===== config.mk =====
export PLATFORM = sky130hd
export DESIGN_NAME = rtc_cal_prescaler
export DESIGN_NICKNAME = d
export VERILOG_FILES = /design/src/rtl/rtc_cal_pkg.sv /design/src/rtl/rtc_sec_div.sv /design/src/rtl/rtc_cal_sched.sv /design/src/rtl/rtc_ftest_gen.sv /design/src/rtl/rtc_cal_prescaler.sv
export SDC_FILE = /design/constraint.sdc
export NUM_CORES = 1
export LEC_CHECK = 0
export CAP_MARGIN = 40
export CORE_UTILIZATION = 39
export DETAILED_ROUTE_END_ITERATION = 8
export DONT_BUFFER_PORTS = 1
export PLACE_DENSITY = 0.63
export SLEW_MARGIN = 10
export SYNTH_ARGS = -nofsm -noshare
export SYNTH_HDL_FRONTEND = slang
export SYNTH_SLANG_ARGS = --single-unit

===== constraint.sdc =====
create_clock -name clk_i -period 6.5 [get_ports clk_i]
set_clock_uncertainty 0.05 [all_clocks]
set_input_delay 1.3 -clock clk_i [delete_from_list [all_inputs] [get_ports clk_i]]
set_output_delay 1.3 -clock clk_i [all_outputs]
set_load 0.05 [all_outputs]

===== src/rtl/rtc_cal_pkg.sv =====
package rtc_cal_pkg;
  localparam int unsigned CAL_MAG_W = 5;

  typedef struct packed {
    logic                 pos;
    logic [CAL_MAG_W-1:0] mag;
  } cal_t;
endpackage


===== src/rtl/rtc_sec_div.sv =====
module rtc_sec_div #(
  parameter int unsigned LO_DIV = 256,
  parameter int unsigned HI_DIV = 128
) (
  input  logic clk_i,
  input  logic rst_ni,
  input  logic osc_tick_i,
  input  logic stop_i,
  input  logic adj_short_i,
  input  logic adj_long_i,
  output logic sec_end_o
);
  localparam int unsigned LO_EXT = LO_DIV + LO_DIV / 2;
  localparam int unsigned LO_W   = $clog2(LO_EXT);
  localparam int unsigned HI_W   = $clog2(HI_DIV);

  logic [LO_W-1:0] lo_q, lo_top;
  logic [HI_W-1:0] hi_q, hi_step;
  logic            tick, first_lo, lo_carry, hi_last;

  assign tick     = osc_tick_i & ~stop_i;
  assign first_lo = (hi_q == '0);
  // slow-down: stretch first low period of the second by half
  assign lo_top   = (first_lo && adj_long_i) ? LO_W'(LO_EXT - 1) : LO_W'(LO_DIV - 1);
  assign lo_carry = tick && (lo_q == lo_top);
  // speed-up: skip one low period
  assign hi_step  = (first_lo && adj_short_i) ? HI_W'(2) : HI_W'(1);
  assign hi_last  = (hi_q == HI_W'(HI_DIV - 1));
  assign sec_end_o = lo_carry && hi_last;

  always_ff @(posedge clk_i or negedge rst_ni) begin
    if (!rst_ni) begin
      lo_q <= '0;
      hi_q <= '0;
    end else if (tick) begin
      lo_q <= lo_carry ? '0 : lo_q + LO_W'(1);
      if (lo_carry) hi_q <= hi_last ? '0 : hi_q + hi_step;
    end
  end

  AST_DIV_HOLD: assert property (@(posedge clk_i) disable iff (!rst_ni)
    stop_i |=> ($stable(lo_q) && $stable(hi_q)));
  AST_STRETCH_ONLY_FIRST: assert property (@(posedge clk_i) disable iff (!rst_ni)
    (lo_q > LO_W'(LO_DIV - 1)) |-> (first_lo && adj_long_i));
endmodule


===== src/rtl/rtc_cal_sched.sv =====
module rtc_cal_sched
  import rtc_cal_pkg::*;
#(
  parameter int unsigned SEC_PER_MIN = 60,
  parameter int unsigned MIN_PER_CYC = 64,
  parameter int unsigned ELIG_MIN    = 62
) (
  input  logic clk_i,
  input  logic rst_ni,
  input  logic tick_i,
  input  logic sec_end_i,
  input  cal_t cal_i,
  output logic adj_short_o,
  output logic adj_long_o,
  output logic sec_tick_o,
  output logic min_tick_o
);
  localparam int unsigned SEC_W = $clog2(SEC_PER_MIN);
  localparam int unsigned MIN_W = $clog2(MIN_PER_CYC);
  localparam int unsigned LIM_W = MIN_W + CAL_MAG_W + 2;

  logic [SEC_W-1:0] sec_q;
  logic [MIN_W-1:0] min_q;
  cal_t             cal_q, cal_eff;
  logic             load_pend_q;
  logic             last_sec, last_min, cyc_wrap, eligible;
  logic [LIM_W-1:0] two_n, elig_lim, lim;

  assign cal_eff  = load_pend_q ? cal_i : cal_q;
  assign last_sec = (sec_q == SEC_W'(SEC_PER_MIN - 1));
  assign last_min = (min_q == MIN_W'(MIN_PER_CYC - 1));
  assign cyc_wrap = sec_end_i && last_sec && last_min;

  assign two_n    = LIM_W'({cal_eff.mag, 1'b0});
  assign elig_lim = LIM_W'(ELIG_MIN);
  assign lim      = (two_n < elig_lim) ? two_n : elig_lim;
  assign eligible = (sec_q == '0) && (LIM_W'(min_q) < lim);

  assign adj_short_o = eligible &&  cal_eff.pos;
  assign adj_long_o  = eligible && !cal_eff.pos;

  always_ff @(posedge clk_i or negedge rst_ni) begin
    if (!rst_ni) begin
      sec_q       <= '0;
      min_q       <= '0;
      cal_q       <= '0;
      load_pend_q <= 1'b1;
      sec_tick_o  <= 1'b0;
      min_tick_o  <= 1'b0;
    end else begin
      sec_tick_o <= sec_end_i;
      min_tick_o <= sec_end_i && last_sec;
      if (tick_i && load_pend_q) begin
        load_pend_q <= 1'b0;
        cal_q       <= cal_i;
      end
      if (sec_end_i) begin
        sec_q <= last_sec ? '0 : sec_q + SEC_W'(1);
        if (last_sec) min_q <= last_min ? '0 : min_q + MIN_W'(1);
      end
      if (cyc_wrap) cal_q <= cal_i;
    end
  end

  AST_MIN_WITH_SEC: assert property (@(posedge clk_i) disable iff (!rst_ni)
    min_tick_o |-> sec_tick_o);
  AST_MIN_SINGLE: assert property (@(posedge clk_i) disable iff (!rst_ni)
    min_tick_o |=> !min_tick_o);
  AST_CAL_HELD: assert property (@(posedge clk_i) disable iff (!rst_ni)
    (!cyc_wrap && !(load_pend_q && tick_i)) |=> $stable(cal_q));
endmodule


===== src/rtl/rtc_ftest_gen.sv =====
module rtc_ftest_gen #(
  parameter int unsigned FT_HALF = 32
) (
  input  logic clk_i,
  input  logic rst_ni,
  input  logic osc_tick_i,
  input  logic stop_i,
  input  logic ftest_i,
  input  logic afe_i,
  input  logic wd_steer_i,
  input  logic wd_zero_i,
  output logic ft_od_n_o
);
  localparam int unsigned FT_PER = 2 * FT_HALF;
  localparam int unsigned FT_W   = $clog2(FT_PER);

  logic [FT_W-1:0] ft_q;
  logic            tick, ft_en, ft_last;

  assign tick    = osc_tick_i & ~stop_i;
  assign ft_last = (ft_q == FT_W'(FT_PER - 1));
  assign ft_en   = ~stop_i & ftest_i & ~afe_i & (wd_steer_i | wd_zero_i);
  assign ft_od_n_o = ~(ft_en && (ft_q >= FT_W'(FT_HALF)));

  // raw tick counter, ahead of any calibration
  always_ff @(posedge clk_i or negedge rst_ni) begin
    if (!rst_ni)   ft_q <= '0;
    else if (tick) ft_q <= ft_last ? '0 : ft_q + FT_W'(1);
  end

  AST_FT_HOLD: assert property (@(posedge clk_i) disable iff (!rst_ni)
    stop_i |=> $stable(ft_q));
endmodule


===== src/rtl/rtc_cal_prescaler.sv =====
module rtc_cal_prescaler
  import rtc_cal_pkg::*;
#(
  parameter int unsigned LO_DIV      = 256,
  parameter int unsigned HI_DIV      = 128,
  parameter int unsigned SEC_PER_MIN = 60,
  parameter int unsigned MIN_PER_CYC = 64,
  parameter int unsigned ELIG_MIN    = 62,
  parameter int unsigned FT_HALF     = 32
) (
  input  logic                 clk_i,
  input  logic                 rst_ni,
  input  logic                 osc_tick_i,
  input  logic [CAL_MAG_W-1:0] cal_mag_i,
  input  logic                 cal_pos_i,
  input  logic                 stop_i,
  input  logic                 ftest_i,
  input  logic                 afe_i,
  input  logic                 wd_steer_i,
  input  logic                 wd_zero_i,
  output logic                 sec_tick_o,
  output logic                 min_tick_o,
  output logic                 ft_od_n_o
);
  cal_t cal;
  logic adj_short, adj_long, sec_end, tick;

  assign cal.pos = cal_pos_i;
  assign cal.mag = cal_mag_i;
  assign tick    = osc_tick_i & ~stop_i;

  rtc_sec_div #(.LO_DIV(LO_DIV), .HI_DIV(HI_DIV)) u_div (
    .clk_i       (clk_i),
    .rst_ni      (rst_ni),
    .osc_tick_i  (osc_tick_i),
    .stop_i      (stop_i),
    .adj_short_i (adj_short),
    .adj_long_i  (adj_long),
    .sec_end_o   (sec_end)
  );

  rtc_cal_sched #(
    .SEC_PER_MIN (SEC_PER_MIN),
    .MIN_PER_CYC (MIN_PER_CYC),
    .ELIG_MIN    (ELIG_MIN)
  ) u_sched (
    .clk_i       (clk_i),
    .rst_ni      (rst_ni),
    .tick_i      (tick),
    .sec_end_i   (sec_end),
    .cal_i       (cal),
    .adj_short_o (adj_short),
    .adj_long_o  (adj_long),
    .sec_tick_o  (sec_tick_o),
    .min_tick_o  (min_tick_o)
  );

  rtc_ftest_gen #(.FT_HALF(FT_HALF)) u_ft (
    .clk_i      (clk_i),
    .rst_ni     (rst_ni),
    .osc_tick_i (osc_tick_i),
    .stop_i     (stop_i),
    .ftest_i    (ftest_i),
    .afe_i      (afe_i),
    .wd_steer_i (wd_steer_i),
    .wd_zero_i  (wd_zero_i),
    .ft_od_n_o  (ft_od_n_o)
  );

  AST_NO_TICK_STOPPED: assert property (@(posedge clk_i) disable iff (!rst_ni)
    stop_i |=> !sec_tick_o);
endmodule


==> flow_summary.toml <==
[floorplanning]
start_util_pct = 41.4
core_sq_mm = 0.00564
die_y_microns = 79.4
fp.dieW_microns = 79.4
fp-row-count = 27
die-area_sq_mm = 0.00631
ios = 17

[sta]
hold_viol = 0
relSlewSlack_pct = 48.4
finalCriticalPeriod_ns = 3.55
fin_crit_sh_pct = 54.7
fin_worst_hold_slack_ns = 0.432
grt_setup_unrepaired = "false"
setup_tns_ns = 0
worst_slew_pin_slew_ns = 0.773
fmax_mhz = 281
setup_viol = 0
report.final.slew_viol_count = 0

[final_layout]
final_cell_mix = "42 x dfrtp_1, 24 x nand2_1, 20 x o21ai_0"
synthToLayoutAreaGrowth_pct = 7.33
final_cell_area_sq_mm = 0.00251
layout-drive-gt1-share_pct = 9.52
seqCellArea_sq_mm = 0.00108
post-route-util_pct = 44.5
fillers = 536
layout_commonest_cell = "dfrtp_1"
multi_input_area_sq_mm = 0.00120
n_antenna_cell = 0
final_nets = 257

[routing]
vias = 1643
routedWlPerCell_microns = 13.9
final_antenna_net_count = 0
viasPerCell = 5.42
firstDrtPassIters = 4
totalWireLength_microns = 4230
drt_iter0_markers = 79
drc = 0

[placement]
io_buffers = 0
dpl_cell_area_sq_mm = 0.00240
place_congestion = 0.803
dpl.hpwl_microns = 3020

[global_routing]
grt_pass1_vias = 1618
antenna_found_initial = 0
grt_overflow = 0
grt_max_degree = 44
grt_pass1_wl_microns = 7510
track_usage_pct = 15.5

[clock_network]
clkTransAtPathRegs_ns = 0.08
post_cts_buffers = 0
clock_sinks = 43
ctsHoldBuffers = 0
cts_made_buffers = 5
clock_path_buffers = 2
h-tree-depth = 2
clkLatencyLatePin_ns = 0.30
cts_resized = 0
cts_root_buf = "clkbuf_8"
cts_tree = "yes"

[min_path]
hp-start = "u_div.lo_q[6]$_DFFE_PN0P_"
hold_class = "flip-flop to flip-flop"
worstHoldPathCells = 1
min_to = "u_div.lo_q[6]$_DFFE_PN0P_"

[synth]
synth.area.mux_share_pct = 6.48
synthAdderAreaFrac_pct = 7.28
synth-edff-count = 0
ys.flop_type = "dfrtp_1"
postSynthCellCount = 228
ys_ff_latch = 43
seq_area_frac_synth_pct = 46.1
synth_compound_area_share_pct = 12.4
syn_nets = 255
synthSimpleGateAreaFrac_pct = 20.2
synth_cell_types = 44
avgSynthCellArea_sq_um = 10.3
async_reset_ff_share_pct = 100
synth_xor_area_share_pct = 4.87
synth_top_family_by_area = "simple AND/OR/NAND/NOR gates"
netlist_area_sq_mm = 0.00234
yosysWarnings = 0

[power]
total_power_mw = 0.578
swShare_pct = 24.7
power_switching_mw = 0.143
p_leak_nw = 1.10
p_comb_share_pct = 8.3
seqPwrFrac_pct = 56.3
clock_power_share_pct = 35.4
p_per_area_mw_per_mm2 = 231
p_int_mw = 0.436
ir_worst_vdd_mv = 0.160

[critical_path]
arrival_ns = 3.68
worstRegToRegCells = 10
crit_path_end_kind = "flip-flop"
r2r-end = "u_div.hi_q[6]$_DFFE_PN0P_"
r2r-start = "u_sched.load_pend_q$_DFFE_PN1P_"
cp-start-kind = "primary input"
required_ns = 6.63
crit_fanout = 5
path_class = "primary input to flip-flop"
r2r_slack_ns = 3.23

[run_status]
status = "finished clean"

[run]
maxCapViolCount = 0
## worst max-delay path, cell delays in order
cell and delay (ns):
mux2i_1 0.05, ha_1 0.20, or4_4 0.53, and2_1 0.15, or3_1 0.43, fa_1 0.51
a21oi_1 0.16, nand2_1 0.06, o21ai_0 0.20, o41ai_2 0.10
## sequential cells by signal (all words and copies together) (netlist names)
name	flops
u_div.hi_q	7
u_div.lo_q	9
u_sched.load_pend_q	1
u_sched.cal_q	6
u_sched.sec_q	6
u_sched.min_tick_o	1
u_sched.min_q	6
u_sched.sec_tick_o	1
u_ft.ft_q	6
## cell families after synthesis
kind of cell             count (synthesis)
buffers and inverters                   14
multiplexers                            14
flip-flops                              43
AO/OA/AOI/OAI                           42
XOR/XNOR                                13
AND/OR/NAND/NOR                         89
adder cells (fa/ha/maj)                 13
## per-stage QoR
step / setup WS [ns] / cells
after global placement: 2.65 / 295
after detailed placement: 2.63 / 295
after floorplan: 2.75 / 228
after CTS: 2.94 / 303
after global routing: 2.79 / 303
final: 2.95 / 303
## power by group through the flow
stage | Clock (mW) | Sequential, mW | Combinational (mW)
finish | 0.205 | 0.326 | 0.0478
global route | 0.225 | 0.331 | 0.0575
CTS | 0.212 | 0.325 | 0.0484
detailed placement | 0 | 0.330 | 0.0485
global placement | 0 | 0.329 | 0.0460
floorplan | 0 | 0.324 | 0.0414
## final cells by class
cell class                 count  area share (%)
timing repair buffer           1           0.299
clock inverter                 1            1.20
clock buffer                   7            3.04
tap                           72            3.59
inverter                       8            1.20
multi-input combinational    171            47.7
sequential                    43            42.9
## layer usage
metal / up-vias / global-route usage [%] / part of all wire [%]
met3: 5 / 3.89 / 3.9
met2: 29 / 23.8 / 45
met4: 0 / 5.82 / 1.7
met5: - / 0 / 0
met1: 784 / 21.1 / 49
li1: 825 / - / -
## synthesized netlist by cell type, types with 2 or more instances
cell / count / area, sq um
a21o_1: 3 / 22.5
a21oi_1: 2 / 10.0
a41oi_1: 3 / 26.3
and2_1: 3 / 18.8
and3_1: 4 / 25.0
buf_2: 2 / 10.0
clkbuf_1: 3 / 11.3
dfrtp_1: 42 / 1050
ha_1: 12 / 150
inv_1: 8 / 30.0
mux2_2: 6 / 67.6
mux2i_1: 7 / 70.1
nand2_1: 24 / 90.1
nand3_1: 10 / 50.1
nand4_1: 8 / 50.1
nand4b_1: 2 / 17.5
nor2_1: 13 / 48.8
nor2b_1: 6 / 37.5
nor3_1: 6 / 30.0
nor4_1: 2 / 12.5
o211ai_1: 2 / 15.0
o21ai_0: 20 / 100
o31ai_1: 6 / 45.0
or2_2: 2 / 12.5
or3_1: 2 / 12.5
xnor2_1: 10 / 87.6
xor2_1: 3 / 26.3
## worst max-delay path by stage
| stage | startpoint | slack [ns] | endpoint | cells past startpoint |
|---|---|---|---|---|
| after detailed placement | cal_mag_i[1] | 2.63 | u_div.hi_q[6]$_DFFE_PN0P_ | 10 |
| final | cal_mag_i[1] | 2.95 | u_div.hi_q[6]$_DFFE_PN0P_ | 10 |
| after CTS | cal_mag_i[1] | 2.94 | u_div.hi_q[6]$_DFFE_PN0P_ | 10 |
| after global placement | cal_mag_i[1] | 2.65 | u_div.hi_q[6]$_DFFE_PN0P_ | 10 |
| after global routing | cal_mag_i[1] | 2.79 | u_div.hi_q[6]$_DFFE_PN0P_ | 10 |
| after floorplan | cal_mag_i[1] | 2.75 | u_div.hi_q[6]$_DFFE_PN0P_ | 10 |
Power figures use the tool's default switching activity.
